[config.mk]
export PLATFORM = sky130hd
export DESIGN_NAME = fdiv_timebase
export DESIGN_NICKNAME = d
export VERILOG_FILES = /design/src/rtl/fdiv_pkg.sv /design/src/rtl/fdiv_wr_gate.sv /design/src/rtl/fdiv_reg.sv /design/src/rtl/fdiv_counter.sv /design/src/rtl/fdiv_timebase.sv
export SDC_FILE = /design/constraint.sdc
export NUM_CORES = 1
export LEC_CHECK = 0
export ABC_AREA = 1
export ABC_CLOCK_PERIOD_IN_PS = 1100
export BUFFER_PORTS_ARGS = -buffer_cell sky130_fd_sc_hd__buf_2
export CAP_MARGIN = 40
export CORE_UTILIZATION = 44
export DETAILED_ROUTE_END_ITERATION = 8
export PLACE_DENSITY_LB_ADDON = 0.3
export SYNTH_ARGS = -nofsm -noshare
export SYNTH_HDL_FRONTEND = slang
export SYNTH_SLANG_ARGS = --single-unit
[constraint.sdc]
create_clock -name clk -period 1.1 [get_ports clk]
set_input_delay 0.22 -clock clk [delete_from_list [all_inputs] [get_ports clk]]
set_output_delay 0.22 -clock clk [all_outputs]
set_load 0.01 [all_outputs]
[src/rtl/fdiv_pkg.sv]
package fdiv_pkg;

  localparam int FDIV_W = 7;

  typedef enum logic [1:0] {
    WR_IDLE   = 2'd0,
    WR_TAKEN  = 2'd1,
    WR_BUSY   = 2'd2,
    WR_LOCKED = 2'd3
  } wr_outcome_e;

endpackage

[src/rtl/fdiv_wr_gate.sv]
module fdiv_wr_gate
  import fdiv_pkg::*;
(
  input  logic        wr_en,
  input  logic        cmd_busy,
  input  logic        init_active,
  input  logic        locked,
  output wr_outcome_e outcome,
  output logic        wr_take
);

  logic busy_block;
  logic lock_block;

  assign lock_block = wr_en && locked;
  assign busy_block = wr_en && !locked && cmd_busy && !init_active;

  always_comb begin
    if (!wr_en)          outcome = WR_IDLE;
    else if (lock_block) outcome = WR_LOCKED;
    else if (busy_block) outcome = WR_BUSY;
    else                 outcome = WR_TAKEN;
  end

  assign wr_take = (outcome == WR_TAKEN);

endmodule

[src/rtl/fdiv_reg.sv]
module fdiv_reg #(
  parameter int DIV_W = 7
) (
  input  logic             clk,
  input  logic             rst_n,
  input  logic             wr_take,
  input  logic [DIV_W-1:0] wr_div,
  output logic [DIV_W-1:0] div_q,
  output logic             locked
);

  always_ff @(posedge clk or negedge rst_n) begin
    if (!rst_n) begin
      div_q  <= '0;
      locked <= 1'b0;
    end else if (wr_take && !locked) begin
      div_q  <= wr_div;
      locked <= 1'b1;
    end
  end

  AST_DIV_LOCKED: assert property (@(posedge clk) disable iff (!rst_n)
    locked |=> $stable(div_q));

  AST_LOADED_STICKY: assert property (@(posedge clk) disable iff (!rst_n)
    locked |=> locked);

endmodule

[src/rtl/fdiv_counter.sv]
module fdiv_counter #(
  parameter int DIV_W = 7
) (
  input  logic             clk,
  input  logic             rst_n,
  input  logic             en,
  input  logic [DIV_W-1:0] div,
  output logic             tick
);

  logic [DIV_W-1:0] cnt_q;
  logic             wrap;

  function automatic logic at_period_end(input logic [DIV_W-1:0] c,
                                         input logic [DIV_W-1:0] d);
    return c == d;
  endfunction

  function automatic logic [DIV_W-1:0] next_count(input logic [DIV_W-1:0] c,
                                                  input logic             w);
    return w ? '0 : c + 1'b1;
  endfunction

  assign wrap = at_period_end(cnt_q, div);

  always_ff @(posedge clk or negedge rst_n) begin
    if (!rst_n)   cnt_q <= '0;
    else if (!en) cnt_q <= '0;
    else          cnt_q <= next_count(cnt_q, wrap);
  end

  assign tick = en && wrap;

  AST_CNT_BOUND: assert property (@(posedge clk) disable iff (!rst_n)
    en |-> (cnt_q <= div));

  AST_TICK_SINGLE: assert property (@(posedge clk) disable iff (!rst_n)
    (tick && div != '0) |=> !tick);

endmodule

[src/rtl/fdiv_timebase.sv]
module fdiv_timebase
  import fdiv_pkg::*;
#(
  parameter int DIV_W = FDIV_W,
  localparam int REG_W = DIV_W + 1
) (
  input  logic             clk,
  input  logic             rst_n,
  input  logic             wr_en,
  input  logic [REG_W-1:0] wr_data,
  input  logic             cmd_busy,
  input  logic             init_active,
  output logic [REG_W-1:0] rd_data,
  output logic             loaded,
  output logic             tick
);

  wr_outcome_e      wr_outcome;
  logic             wr_take;
  logic [DIV_W-1:0] div_q;
  logic             locked;

  fdiv_wr_gate u_gate (
    .wr_en       (wr_en),
    .cmd_busy    (cmd_busy),
    .init_active (init_active),
    .locked      (locked),
    .outcome     (wr_outcome),
    .wr_take     (wr_take)
  );

  fdiv_reg #(.DIV_W(DIV_W)) u_reg (
    .clk     (clk),
    .rst_n   (rst_n),
    .wr_take (wr_take),
    .wr_div  (wr_data[DIV_W-1:0]),
    .div_q   (div_q),
    .locked  (locked)
  );

  fdiv_counter #(.DIV_W(DIV_W)) u_cnt (
    .clk   (clk),
    .rst_n (rst_n),
    .en    (locked),
    .div   (div_q),
    .tick  (tick)
  );

  assign loaded  = locked;
  assign rd_data = {locked, div_q};

  AST_BUSY_REFUSED: assert property (@(posedge clk) disable iff (!rst_n)
    (wr_en && cmd_busy && !init_active && !loaded) |=> !loaded);

  AST_INIT_ACCEPT: assert property (@(posedge clk) disable iff (!rst_n)
    (wr_en && init_active && !loaded) |=> (loaded && rd_data[DIV_W-1:0] == $past(wr_data[DIV_W-1:0])));

  AST_BIT7_IGNORED: assert property (@(posedge clk) disable iff (!rst_n)
    (wr_en && wr_data[REG_W-1] && cmd_busy && !init_active && !loaded) |=> !rd_data[REG_W-1]);

  AST_NO_TICK_IDLE: assert property (@(posedge clk) disable iff (!rst_n)
    !loaded |-> !tick);

  AST_REFUSE_SEEN: assert property (@(posedge clk) disable iff (!rst_n)
    (wr_outcome == WR_LOCKED) |=> $stable(rd_data));

endmodule

* Word-level counts from Yosys, hierarchy flattened
Cells that the tools add are included.
W data, S select, Z words.
** Word-level totals
- Input port bits :: 13
- Output and inout port bits :: 10
- Flip-flop bits (word level) :: 15
** Operators by class
- Equality and inequality tests :: 2
- Add/sub/neg operators :: 1
- Reduce and logical (&&, ||, !) cells :: 8
- Muxes and demuxes :: 5
** Operators by type and width (number)
- $mux W7 :: 2
- $add A7 B1 Y7 const B :: 1
- $eq A7 B7 Y1 :: 1
- $logic_and A1 B1 Y1 :: 6
- $mux W2 :: 3
- $eq A2 B1 Y1 const B :: 1
- $logic_not A1 Y1 :: 2

* Depth between registers and ports, before layout
Gate-level depths: netlist of the first run.
- Depth in word-level cells :: 9
- Mapped depth :: 7

* Cells and area by module
From an unflattened synthesis of the first run, not the netlist that was laid out.
** Second synthesis, totals
- Cells, all modules :: 114
- Area, all modules :: 824.5 µm²
** Modules (own cells, without submodules)
- fdiv_counter :: cells an instance 67, sequential area each 175.2 µm², instances 1, area each 456.7 µm²
- fdiv_reg :: cells an instance 33, sequential area each 200.2 µm², instances 1, area each 309.0 µm²
- fdiv_wr_gate :: cells an instance 13, sequential area each 0.0 µm², instances 1, area each 51.3 µm²
- fdiv_timebase :: cells an instance 1, sequential area each 0.0 µm², instances 1, area each 7.5 µm²

* Worst setup path before layout of the first run
OpenSTA, ideal clock, no wires.
- Path kind :: reg2out
- Start point :: register u_reg.div_q[5]
- End point :: output port tick
- Required time :: 0.880 ns
- Slack :: -0.147 ns
- Arrival time :: 1.027 ns
- Buffers on the path :: 0
- Cell stages (with the launch flop) :: 6
- Cell sequence :: dfrtp_1 > inv_1 > nand2_1 > nand2_1 > nand3_1 > nor3_1
** Between the ends
- Longest elaborated chain between the ends :: 2
** Ends and longest elaborated chain
- start, declared :: line fdiv_reg.sv:8 : output logic [DIV_W-1:0] div_q,
- start signal, assigned :: line fdiv_reg.sv:17 : div_q <= wr_div;
- $eq A7 B7 Y1 :: line fdiv_counter.sv:16 : return c == d;
- $logic_and A1 B1 Y1 :: line fdiv_counter.sv:32 : assign tick = en && wrap;
- end, declared :: line fdiv_timebase.sv:15 : output logic tick
Every way passes these cells.

* Worst setup path after layout of the first run
Ends and elaborated chain as after synthesis.

==> flow_summary.yaml, run 1 <==
status:
  outcome: "finished with violations"
  violations: "DRC, setup timing"
logic_synthesis:
  synth.distinct_cells: 13
  synthSimpleGateAreaFrac_pct: 23.4
  yosys.area_share.adder_pct: 1.66
  synth.area.top_cells: "dfrtp_1 (50%), nand2_1 (11%), inv_1 (8.5%)"
  synth_largest_area_cell: "dfrtp_1"
  ys_seq_elements: 15
  muxShareOfSynthArea_pct: 0
  synthCells: 94
  syn_nets: 108
  avgSynthCellArea_um2: 8.01
  synth_top_family_by_area: "simple AND/OR/NAND/NOR gates"
  yosys.area_share.xor_xnor_pct: 5.81
  yosysSeqAreaShare_pct: 49.8
  synth.top_cell.area_share_pct: 49.8
  synth_area_um2: 753
  ys_warn_count: 0
  synth_compound_area_share_pct: 8.80
sta:
  slew_violations: 0
  period_needed_ns: 1.53
  holdWs_ns: 0.179
  min_period_over_period_pct: 139
  final_hold_viol_count: 0
  fmax_mhz: 652
  fin_ws_ns: -0.433
  setup-violations-final: 8
  relSlewSlack_pct: 77.6
  final.setup_skew_ns: 0.00278
  worstMarginPinSlew_ns: 0.337
  rsz0062_at_grt: "yes"
power_and_ir_drop:
  p_leak_uw: 0.000601
  total_power_uw: 900
  power_density_mw_per_mm2: 827
  peakVddDrop_mv: 0.704
route:
  antenna_violating_nets_post_route: 0
  drcViolationCount: 2
  routedWlPerCell_um: 10.0
  dr.pass1.iters: 6
  viasPerCell: 4.61
  finalWirelength_mm: 1.54
  vias: 705
  drtIter0Drc: 5
critical_path:
  crit_buf_inv: 2
  cp-end-kind: "output port"
  crit_fanout: 3
  worst_ep_required_time_ns: 0.88
  r2r_start: "u_cnt.cnt_q[0]"
  crit_path_frequent_cell: "nand2_1"
  worstSetupPathType: "register to output port"
  critPathLaunchType: "register"
  critical-path-top-delay-family: "flip-flops"
  r2r-end: "u_cnt.cnt_q[6]"
  reg2reg_slack_ns: -0.16
  max_stage_delay_ns: 0.40
  path_depth: 6
  ff2ff_path_depth: 6
  arrival_ns: 1.31
  crit_slowest_cell: "dfrtp_1"
  crit_chain: "inv_1 > nand2_1 > nand2_1 > nand3_2 > nor3_2 > buf_2"
clocking:
  cts_made_buffers: 3
  clk_pin_slew_ns: 0.09
  cts_tree: "done"
  cts_num_sinks: 15
  htreeDepth: 1
  cts_buffer_depth: 2
  insertion_delay_ns: 0.29
  clockRootBuffer: "clkbuf_4"
die:
  ios: 23
  placement_rows: 14
  die_h_um: 43.4
  start_util_pct: 48.3
  dieArea_mm2: 0.00188
  core_area_mm2: 0.00156
  die_w_um: 43.4
final_layout:
  nFillCells: 122
  multi_input_area_um2: 344
  seq_area_um2: 375
  utilization_pct: 69.7
  nets: 152
  n_antenna_cell: 0
  area_delta_synth_final_pct: 44.4
  final_cells: 153
  drive_above_1_share_pct: 43.1
place:
  gp_congestion: 0.780
  dp_cells: 146
  dpl_worst_slack_ns: -0.183
  numPortBuffers: 21
  dp_hpwl_mm: 1.13
global_routing:
  grt_pass1_vias: 651
  antenna_found_initial: 0
  grt_max_degree: 16
  grt_pass1_wl_mm: 2.63
  track_usage_pct: 19.5
  grt-ovfl-total: 0
hold_path:
  hold_class: "input port to register"
  hold_depth: 3
  min_from: "wr_data[6]"
  holdPathEnd: "u_reg.div_q[6]"
flow_run:
  cap_violations: 0
[per-stage QoR]
stage | setup TNS [ns] | instance area [um^2]
2_1_floorplan | -0.158 | 758
3_3_place_gp | -0.619 | 996
3_5_place_dp | -0.771 | 996
4_1_cts | -0.959 | 1080
5_1_grt | -1.77 | 1090
6_report | -0.947 | 1090
[sequential cells by signal (all words and copies together), names as in the netlist]
| register | cells |
|---|---|
| u_reg.div_q | 7 |
| u_cnt.cnt_q | 7 |
| u_reg.locked | 1 |
[Yosys cell counts]
| cell | instances |
|---|---|
| o211ai_2 | 1 |
| buf_4 | 2 |
| nand3_1 | 3 |
| dfrtp_1 | 15 |
| inv_1 | 17 |
| o21bai_4 | 1 |
| a21oi_1 | 7 |
| ha_1 | 1 |
| xnor2_1 | 1 |
| xor2_1 | 4 |
| nand2_1 | 23 |
| nor2_1 | 16 |
| nor3_1 | 3 |
[cell families (layout without fill, tap and decap cells)]
kind of cell             after synthesis  count (layout)
flip-flops                            15              15
buffers and inverters                 19              62
AND/OR/NAND/NOR                       45              45
AO/OA/AOI/OAI                          9               9
adder cells (fa/ha/maj)                1               1
XOR/XNOR                               5               5
[cells in the final DEF (no fill, tap or decap), types with 2 or more instances in the layout]
cell and count:
inv_1 14, nand3_2 2, clkbuf_4 3, xor2_1 4, nor3_2 3, dfrtp_1 15, inv_2 3, buf_2 21
nor2_2 3, nor2_1 13, buf_4 19, a21oi_1 7, nand2_1 22
[report_power, final]
part / leakage, uW / switching (uW) / total [uW] / internal, uW
registers: 0.000153 / 0 / 551 / 551
logic: 0.000433 / 16.9 / 33.2 / 16.3
clock network: 0.0000150 / 175 / 316 / 141
total: 0.000601 / 191 / 900 / 708
[final cells by class]
type,instances,share of cell area (%)
Clock buffer,4,2.42
Inverter,17,5.87
Multi-Input combinational cell,60,31.6
Sequential cell,15,34.5
Tap cell,16,1.84
Timing Repair Buffer,41,23.7
[worst reg2reg max path, delay by kind of cell, from the launching register on]
family	cells	cell delay, ns
DFF	1	0.38
and+or+nand+nor	3	0.29
adders and majority gates	1	0.18
xor gates and xnor gates	1	0.16
buffers and inverters	1	0.13
[worst max path at each step]
stage,start,to,slack [ns]
floorplan,u_reg.div_q[5],tick,-0.08
global placement,u_reg.div_q[4],tick,-0.16
detailed placement,u_cnt.cnt_q[3],tick,-0.18
CTS,u_cnt.cnt_q[3],tick,-0.44
global route,u_cnt.cnt_q[1],tick,-0.55
finish,u_reg.div_q[5],tick,-0.43
[per-layer routing]
| layer | GRT usage [%] | vias up | wire length, um |
|---|---|---|---|
| li1 | - | 367 | - |
| met1 | 21.5 | 320 | 651 |
| met2 | 35.8 | 16 | 801 |
| met3 | 6.25 | 2 | 72 |
| met4 | 5.63 | 0 | 12 |
| met5 | 0 | - | 0 |
[timing repair]
action | CTS | global route
setup endpoints to repair | 8 | 9
pin swaps | 3 | 0
setup buffers | 2 | 0
hold buffers | 1 | 0
gates resized for setup | 11 | 2
endpoints found under the hold margin | 15 | 0
Power figures use the tool's default switching activity.
==> run 2, diff against run 1 <==
--- a/config.mk
+++ b/config.mk
@@ -6,10 +6,11 @@
 export NUM_CORES = 1
 export LEC_CHECK = 0
 export ABC_AREA = 1
-export ABC_CLOCK_PERIOD_IN_PS = 1100
+export ABC_CLOCK_PERIOD_IN_PS = 1300
 export BUFFER_PORTS_ARGS = -buffer_cell sky130_fd_sc_hd__buf_2
 export CAP_MARGIN = 40
-export CORE_UTILIZATION = 44
+export CORE_ASPECT_RATIO = 0.7
+export CORE_UTILIZATION = 35
 export DETAILED_ROUTE_END_ITERATION = 8
 export PLACE_DENSITY_LB_ADDON = 0.3
 export SYNTH_ARGS = -nofsm -noshare
==> constraint.sdc (replaced) <==
create_clock -name clk -period 1.3 [get_ports clk]
set_input_delay 0.26 -clock clk [delete_from_list [all_inputs] [get_ports clk]]
set_output_delay 0.26 -clock clk [all_outputs]
set_load 0.01 [all_outputs]
==> run 2 against run 1 <==
Net effect:
- the flow still finishes with violations (DRC, setup timing)
- cell count grew 1.3%
- die area grew 25%
- non-clock buffer count shrank 4
- first-iteration DRC count grew to 5.4 times the previous value
- sequential power shrank 15%
- combinational power shrank 14%
- register-to-register slack lost 0.04 ns
- hold slack gained 0.035 ns
- power shrank 15%
- clock skew grew 0.0014 ns
- clock power shrank 14%
- global-route usage shrank 3.4 points
- highest routed layer unchanged
==> flow_summary.yaml, run 2 (synthesis gave the netlist of run 1 again) <==
status:
  violations: "DRC, setup timing"
  outcome: "finished with violations"
sta:
  final.setup_skew_ns: 0.00420
  setup-violations-final: 8
  final_hold_viol_count: 0
  fin_ws_ns: -0.269
  relSlewSlack_pct: 76.8
  fmax_mhz: 637
  worstMarginPinSlew_ns: 0.347
  rsz0062_at_grt: "yes"
  min_period_over_period_pct: 121
  slew_violations: 0
  period_needed_ns: 1.57
power_and_ir_drop:
  peakVddDrop_mv: 0.599
  p_leak_uw: 0.000579
  power_density_mw_per_mm2: 739
place:
  dp_cells: 145
  dp_hpwl_mm: 1.12
  gp_congestion: 0.727
  numPortBuffers: 21
  dpl_worst_slack_ns: -0.0147
final_layout:
  layout_common_cells: "nand2_1 (23), buf_2 (21), inv_1 (16)"
  utilization_pct: 53.5
  area_delta_synth_final_pct: 37.5
  nets: 148
  n_antenna_cell: 0
  layout_commonest_cell: "nand2_1"
  final_cells: 155
  drive_above_1_share_pct: 33.8
  nFillCells: 183
  top_regs: "u_cnt.cnt_q x7, u_reg.div_q x7, u_reg.locked x1"
global_routing:
  track_usage_pct: 16.1
  grtUsageMet3_pct: 6.62
  grt-ovfl-total: 0
  grt_pass1_vias: 599
  top_usage_layer: "met2"
  antenna_found_initial: 0
  grtUsageMet1_pct: 19.3
  grt_pass1_wl_mm: 2.59
  grt_max_degree: 16
  grt_util_met2_pct: 27.0
clocking:
  clockRootBuffer: "clkbuf_4"
  cts_made_buffers: 3
  cts_num_sinks: 15
  htreeDepth: 1
  insertion_delay_ns: 0.28
  clk_pin_slew_ns: 0.09
  cts_buffer_depth: 2
  cts_tree: "done"
route:
  dr.pass1.iters: 6
  finalWirelength_mm: 1.54
  viasPerCell: 4.37
  routedWlPerCell_um: 9.90
  antenna_violating_nets_post_route: 0
  drcViolationCount: 1
  vias: 678
  drtIter0Drc: 27
critical_path:
  critPathLaunchType: "register"
  ff2ff_path_depth: 10
  worst_ep_required_time_ns: 1.04
  arrival_ns: 1.31
  crit_fanout: 3
  worstSetupPathType: "register to output port"
  cp-end-kind: "output port"
flow_run:
  cap_violations: 0
die:
  dieArea_mm2: 0.00234
  die_h_um: 40.8
  core_area_mm2: 0.00194
  die_w_um: 57.4
  ios: 23
  start_util_pct: 38.9
  placement_rows: 13
hold_path:
  hold_class: "input port to register"
  hold_depth: 3
==> run 2: layer usage <==
layer | wire length (um) | share of wire (%) | up-vias
met5 | 0 | 0 | -
met4 | 8 | 0.52 | 0
met3 | 72 | 4.7 | 2
met2 | 668 | 44 | 17
met1 | 787 | 51 | 297
li1 | - | - | 362
==> run 2: per-stage QoR <==
| stage | TNS, ns | power [uW] | hold slack [ns] | area, um^2 |
|---|---|---|---|---|
| 4_1_cts | -0.844 | 781 | 0.209 | 1010 |
| 2_1_floorplan | 0 | 477 | -0.0356 | 753 |
| 3_3_place_gp | -0.00370 | 501 | 0.182 | 946 |
| 3_5_place_dp | -0.0147 | 502 | 0.191 | 946 |
| 5_1_grt | -2.60 | 801 | 0.206 | 1040 |
| 6_report | -1.59 | 766 | 0.214 | 1040 |
==> run 2: critical path: stages, from the launching register on <==
cell	delay [ns]
dfrtp_1	0.40
inv_1	0.08
nand2_1	0.05
nand2_1	0.07
nand3_2	0.12
nor3_2	0.16
buf_2	0.14
==> run 2: final timing paths <==
path,start,to,slack (ns)
worst max-delay path,u_reg.div_q[5],tick,-0.27
worst min-delay path,wr_data[4],u_reg.div_q[4],0.21
worst max register to register,u_reg.div_q[2],u_cnt.cnt_q[2],-0.20
worst min register to register,u_cnt.cnt_q[0],u_cnt.cnt_q[0],0.49
max in group asynchronous,rst_n,u_cnt.cnt_q[6],0.64
min in group asynchronous,rst_n,u_reg.div_q[3],0.41
==> run 2: final cells by class <==
type	instances	area [um^2]	area share [%]
repair buffers	37	231	22.3
inverters	17	63.8	6.16
clock buffers	4	26.3	2.54
well taps	22	27.5	2.66
multi-input cells	60	312	30.1
flip-flops and latches	15	375	36.2
==> run 2: power by group <==
part	total, uW	switching, uW	internal [uW]	leakage (uW)
clock	271	152	119	0.0000150
combinational	28.5	14.7	13.8	0.000410
sequential	466	0	466	0.000153
total	766	167	599	0.000579
==> run 2: repair_timing <==
| item | in CTS | in global routing |
|---|---|---|
| setup buffers | 5 | 2 |
| hold buffers | 1 | 0 |
| pin swaps | 5 | 7 |
| gates resized for setup | 2 | 3 |
| endpoints found under the setup margin | 2 | 8 |
| endpoints found under the hold margin | 15 | 0 |
